### src/rtl/epc_pkg.sv
package epc_pkg;
  typedef enum logic [2:0] {
    ST_IDLE,
    ST_WSETUP,
    ST_WPULSE,
    ST_WHOLD,
    ST_TURN,
    ST_READ,
    ST_DONE,
    ST_FAIL
  } epc_state_t;
endpackage

### src/rtl/epc_phase_timer.sv
module epc_phase_timer #(
  parameter int TW = 2
) (
  input  logic          clk,
  input  logic          rst,
  input  logic          load,
  input  logic [TW-1:0] load_val,
  output logic          last
);
  logic [TW-1:0] cnt;

  always_ff @(posedge clk) begin
    if (rst)              cnt <= '0;
    else if (load)        cnt <= load_val;
    else if (cnt != '0)   cnt <= cnt - TW'(1);
  end

  assign last = (cnt == '0);
endmodule

### src/rtl/epc_poll_counter.sv
module epc_poll_counter #(
  parameter int MAX_POLLS = 1000
) (
  input  logic clk,
  input  logic rst,
  input  logic clear,
  input  logic bump,
  output logic exhausted
);
  localparam int CW = $clog2(MAX_POLLS + 1);
  logic [CW-1:0] cnt;

  always_ff @(posedge clk) begin
    if (rst || clear) cnt <= '0;
    else if (bump)    cnt <= cnt + CW'(1);
  end

  assign exhausted = (cnt == CW'(MAX_POLLS - 1));


  poll_range_chk: assert property (@(posedge clk) disable iff (rst)
    cnt < CW'(MAX_POLLS));
endmodule

### src/rtl/eeprom_wpoll.sv
module eeprom_wpoll
  import epc_pkg::*;
#(
  parameter int ADDR_W        = 9,
  parameter int DATA_W        = 8,
  parameter int SETUP_CLKS    = 1,
  parameter int WE_PULSE_CLKS = 3,
  parameter int OE_DELAY_CLKS = 3,
  parameter int MAX_POLLS     = 1000
) (
  input  logic              clk,
  input  logic              rst,
  input  logic              req_valid,
  output logic              req_ready,
  input  logic              req_write,
  input  logic [ADDR_W-1:0] req_addr,
  input  logic [DATA_W-1:0] req_wdata,
  output logic              done,
  output logic              error,
  output logic [DATA_W-1:0] rd_data,
  output logic [ADDR_W-1:0] mem_addr,
  output logic              mem_ce_n,
  output logic              mem_oe_n,
  output logic              mem_we_n,
  output logic [DATA_W-1:0] mem_dq_out,
  output logic              mem_dq_oe,
  input  logic [DATA_W-1:0] mem_dq_in
);
  localparam int PH_A   = (SETUP_CLKS > WE_PULSE_CLKS) ? SETUP_CLKS : WE_PULSE_CLKS;
  localparam int PH_MAX = (PH_A > OE_DELAY_CLKS) ? PH_A : OE_DELAY_CLKS;
  localparam int TW     = $clog2(PH_MAX + 1);
  localparam int MSB    = DATA_W - 1;

  epc_state_t    state, nxt;
  logic          op_wr;
  logic          t_load, t_last;
  logic [TW-1:0] t_val;
  logic          accept, sample, poll_clr, poll_bump, poll_out;

  epc_phase_timer #(.TW(TW)) u_timer (
    .clk(clk), .rst(rst), .load(t_load), .load_val(t_val), .last(t_last)
  );

  epc_poll_counter #(.MAX_POLLS(MAX_POLLS)) u_polls (
    .clk(clk), .rst(rst), .clear(poll_clr), .bump(poll_bump), .exhausted(poll_out)
  );

  always_comb begin
    nxt       = state;
    t_load    = 1'b0;
    t_val     = '0;
    accept    = 1'b0;
    sample    = 1'b0;
    poll_bump = 1'b0;
    case (state)
      ST_IDLE: if (req_valid) begin
        accept = 1'b1;
        t_load = 1'b1;
        if (req_write) begin
          nxt   = ST_WSETUP;
          t_val = TW'(SETUP_CLKS - 1);
        end else begin
          nxt   = ST_TURN;
        end
      end
      ST_WSETUP: if (t_last) begin
        nxt    = ST_WPULSE;
        t_load = 1'b1;
        t_val  = TW'(WE_PULSE_CLKS - 1);
      end
      ST_WPULSE: if (t_last) begin
        nxt    = ST_WHOLD;
        t_load = 1'b1;
      end
      ST_WHOLD: begin
        nxt    = ST_TURN;
        t_load = 1'b1;
      end
      ST_TURN: begin
        nxt    = ST_READ;
        t_load = 1'b1;
        t_val  = TW'(OE_DELAY_CLKS - 1);
      end
      ST_READ: if (t_last) begin
        sample = 1'b1;
        if (!op_wr || (mem_dq_in[MSB] == mem_dq_out[MSB])) begin
          nxt = ST_DONE;
        end else if (poll_out) begin
          nxt = ST_FAIL;
        end else begin
          poll_bump = 1'b1;
          nxt       = ST_TURN;
        end
      end
      default: nxt = ST_IDLE;
    endcase
  end

  assign poll_clr = accept;

  always_ff @(posedge clk) begin
    if (rst) begin
      state     <= ST_IDLE;
      req_ready <= 1'b1;
      done      <= 1'b0;
      error     <= 1'b0;
      mem_ce_n  <= 1'b1;
      mem_oe_n  <= 1'b1;
      mem_we_n  <= 1'b1;
      mem_dq_oe <= 1'b0;
    end else begin
      state     <= nxt;
      req_ready <= (nxt == ST_IDLE);
      done      <= (nxt == ST_DONE);
      error     <= (nxt == ST_FAIL);
      mem_ce_n  <= (nxt == ST_IDLE) || (nxt == ST_DONE) || (nxt == ST_FAIL);
      mem_oe_n  <= (nxt != ST_READ);
      mem_we_n  <= (nxt != ST_WPULSE);
      mem_dq_oe <= (nxt == ST_WSETUP) || (nxt == ST_WPULSE) || (nxt == ST_WHOLD);
    end
  end

  always_ff @(posedge clk) begin
    if (rst) begin
      op_wr      <= 1'b0;
      mem_addr   <= '0;
      mem_dq_out <= '0;
      rd_data    <= '0;
    end else begin
      if (accept) begin
        op_wr      <= req_write;
        mem_addr   <= req_addr;
        mem_dq_out <= req_wdata;
      end
      if (sample) rd_data <= mem_dq_in;
    end
  end


  no_bus_fight_chk: assert property (@(posedge clk) disable iff (rst)
    !mem_oe_n |-> !mem_dq_oe);

  turnaround_chk: assert property (@(posedge clk) disable iff (rst)
    $fell(mem_oe_n) |-> !$past(mem_dq_oe));

  we_frame_chk: assert property (@(posedge clk) disable iff (rst)
    !mem_we_n |-> (!mem_ce_n && mem_oe_n && mem_dq_oe));

  we_hold_chk: assert property (@(posedge clk) disable iff (rst)
    $rose(mem_we_n) |-> (mem_dq_oe && $stable(mem_dq_out) && $stable(mem_addr)));

  result_pulse_chk: assert property (@(posedge clk) disable iff (rst)
    (done || error) |=> (req_ready && !done && !error));

  result_standby_chk: assert property (@(posedge clk) disable iff (rst)
    (done || error) |-> (mem_ce_n && !req_ready));

  result_excl_chk: assert property (@(posedge clk) disable iff (rst)
    !(done && error));

  idle_standby_chk: assert property (@(posedge clk) disable iff (rst)
    req_ready |-> (mem_ce_n && !mem_dq_oe));
endmodule

### config.mk
export PLATFORM = sky130hd
export DESIGN_NAME = eeprom_wpoll
export DESIGN_NICKNAME = d
export VERILOG_FILES = /design/src/rtl/epc_pkg.sv /design/src/rtl/epc_phase_timer.sv /design/src/rtl/epc_poll_counter.sv /design/src/rtl/eeprom_wpoll.sv
export SDC_FILE = /design/constraint.sdc
export NUM_CORES = 1
export LEC_CHECK = 0
export CAP_MARGIN = 5
export CORE_MARGIN = 10
export CORE_UTILIZATION = 50
export CTS_CLUSTER_SIZE = 20
export DETAILED_ROUTE_END_ITERATION = 7
export GPL_ROUTABILITY_DRIVEN = 0
export GPL_TIMING_DRIVEN = 0
export PLACE_DENSITY_LB_ADDON = 0.05
export SYNTH_ARGS = -nofsm -noshare
export SYNTH_HDL_FRONTEND = slang
export SYNTH_SLANG_ARGS = --single-unit
### constraint.sdc
create_clock -name clk -period 3.7 [get_ports clk]
set_clock_uncertainty 0.05 [all_clocks]
set_input_delay 0.555 -clock clk [delete_from_list [all_inputs] [get_ports clk]]
set_output_delay 0.555 -clock clk [all_outputs]
set_load 0.02 [all_outputs]
==> flow_summary.ini <==
[run]
maxCapViolations = 0

[min_path]
hp-class = flip-flop to flip-flop

[clock_tree]
cts_buffer_depth = 2
hold_buffers = 0
cts_setup_buffers = 0
cts_max_level = 2
cts_num_sinks = 48
cts_tree = done
clk_pin_slew_ns = 0.08
cts_resized = 0
numCtsBuffers = 5
clk_latency_ns = 0.29
cts-root-buf = clkbuf_8

[timing]
slew_headroom_pct = 70.4
rsz0062_at_grt = false
setup_viol = 0
slew_violations = 0
fin_ws_ns = 1.56
finalCritPeriodShare_pct = 57.9
tns_ns = 0
tightest_slew_ns = 0.443
fmax_ghz = 0.467
finalHoldViolCount = 0
period_needed_ns = 2.14
whs_ns = 0.404

[yosys]
ys_async_sr_fraction_pct = 0
yosys_warnings = 0
synth_xor_area_share_pct = 1.27
ys_seq_elements = 48
syn_avg_cell_area_um2 = 8.54
synth_edf_count = 0
ys.flop_type = dfxtp_1
ys_seq_area_share_pct = 46.3
yosys.area_share.simple_pct = 27.7
synth_area_um2 = 2070
synth_compound_area_share_pct = 15.6
synth_top_family_by_area = simple AND/OR/NAND/NOR gates
yosys-top-cells-area = dfxtp_1 (46%), nand2_1 (10%), a21oi_1 (8.9%), mux2i_1 (2.4%), o31ai_1 (2.2%)
synthesis.nets = 274
synth_cells = 243
synth-adder-area-share_pct = 1.21
synth_mux_area_share_pct = 2.96
synth_top_area_cell = dfxtp_1
ys_types = 48
yosysTopAreaCellShare_pct = 46.3

[global_routing]
antenna_found_initial = 0
grt_max_degree = 14
grt_use_total_pct = 14.5
grt_pass1_wl_mm = 8.85
first_global_vias = 1859
grt-ovfl-total = 0

[placement]
dp.cells = 353
io_buffers = 60
placed_area_um2 = 2740
dpl.hpwl_mm = 3.85
pre_cts_slack_ns = 1.22

[setup_path]
required_ns = 3.88
cp-end-kind = flip-flop
path_delay_family = buffers and inverters
critical_path_arrival_ns = 2.32
start_kind = input port
cp_slowest_cell = clkdlybuf4s50_1
crit_fanout = 10
cpPeakStageDelay_ns = 0.49
critPathBufInv = 2
crit_path_cell_trace = clkdlybuf4s50_1 -> xor2_1 -> nand3_2 -> buf_2 -> nor4_2 -> mux2i_1
crit_type = input port to flip-flop

[routing]
antenna_left = 0
routed_wl_mm = 5.05
wl_per_cell_um = 14.0
drtIter0Drc = 101
vias_per_cell = 5.28
drc_errors = 0
first_pass_iters = 5
num_vias = 1902

[finish]
antenna_cells = 0
seq_area_um2 = 961
multi_input_area_um2 = 1010
final_area_um2 = 2820
fin_util_pct = 70.4
final_cells = 360
fill_cells = 332
nets = 341
area_growth_pct = 35.7
drive_above_1_share_pct = 7.42

[floorplan]
fp.dieW_um = 84.4
dieArea_um2 = 7130
ioPinCount = 61
die_y_um = 84.4
core_um2 = 4000
start_util_pct = 51.9
rows = 23

[pwr]
power_mw = 1.34
powerDensity_nw_per_um2 = 476
vdd_drop_max_uv = 296
leakagePower_nw = 0.981

[outcome]
status = completed
==> where the power goes <==
part / leakage (nW) / switching (mW) / internal [mW]
clock network: 0.0410 / 0.159 / 0.129
registers: 0.391 / 0.0287 / 0.577
logic: 0.549 / 0.239 / 0.210
total: 0.981 / 0.426 / 0.915
==> cell usage in the layout (no fill, tap or decap), types with 2 or more instances in the layout <==
cell and n:
buf_6 2, nor3_1 3, clkdlybuf4s50_1 60, mux2i_1 5, ha_1 2, nand2_1 58
buf_2 7, nor4b_2 2, inv_1 4, nor3b_1 2, and2_1 3, dfxtp_1 48
o31ai_1 6, or4_1 4, o21ai_1 2, or3b_1 2, nor2_1 4, clkbuf_8 5
xnor2_1 2, a21oi_1 37, buf_1 2, o21ai_0 4, or3_1 5, nand3b_1 5
clkbuf_1 5, nand3_1 6
==> Yosys cell counts, types with 2 or more instances <==
cell,count
buf_2,7
o21ai_0,4
xnor2_1,2
dfxtp_1,48
or3b_1,2
nand2_1,58
mux2i_1,5
or4_1,4
nor2_1,4
o21ai_1,2
nor3b_1,2
nand3b_1,5
nor3_1,3
clkbuf_1,4
nand3_1,6
or3_1,5
buf_1,2
nor4b_2,2
inv_1,4
o31ai_1,6
ha_1,2
a21oi_1,37
buf_6,2
and2_1,3
==> kinds of logic (layout without fill, tap and decap cells) <==
| logic type | after synthesis | count (layout) |
|---|---|---|
| compound gates | 57 | 57 |
| xor+xnor | 3 | 3 |
| fa+ha+maj | 2 | 2 |
| buf+inv | 20 | 87 |
| flops | 48 | 48 |
| mux | 6 | 6 |
| simple gates | 107 | 107 |
==> area by class of cell <==
cell class / count / area share [%]
plain buffers: 16 / 3.11
well taps: 50 / 2.22
clock inverters: 1 / 0.178
flip-flops and latches: 48 / 34.1
repair buffers: 60 / 21.3
clock buffers: 6 / 2.58
inverters: 4 / 0.533
multi-input cells: 175 / 35.9
==> state kept, by name, indices dropped and copies added, names as in the netlist <==
register	flops
mem_addr	9
done	1
req_ready	1
mem_we_n	1
error	1
mem_dq_oe	1
op_wr	1
mem_oe_n	1
mem_dq_out	8
u_polls.cnt	10
u_timer.cnt	2
rd_data	8
mem_ce_n	1
state	3
==> worst min-delay path: stages, from the launching register on <==
cell     delay [ns]
dfxtp_1        0.31
nand2_1        0.05
a21oi_1        0.05
==> final timing paths <==
check / start / end / slack [ns] / depth (start not counted)
min reg2reg: mem_dq_out[0] / mem_dq_out[0] / 0.40 / 2
max reg2reg: u_timer.cnt[0] / u_polls.cnt[4] / 1.70 / 8
max: mem_dq_in[7] / u_polls.cnt[4] / 1.56 / 6
min: mem_dq_out[0] / mem_dq_out[0] / 0.40 / 2
==> per-layer routing <==
layer,global-route usage [%],share of wire (%),vias to the layer above
li1,-,-,980
met1,17.5,44,871
met2,23.0,46,47
met3,6.38,8.6,4
met4,4.04,0.95,0
met5,0,0,-
Power figures use the tool's default switching activity.
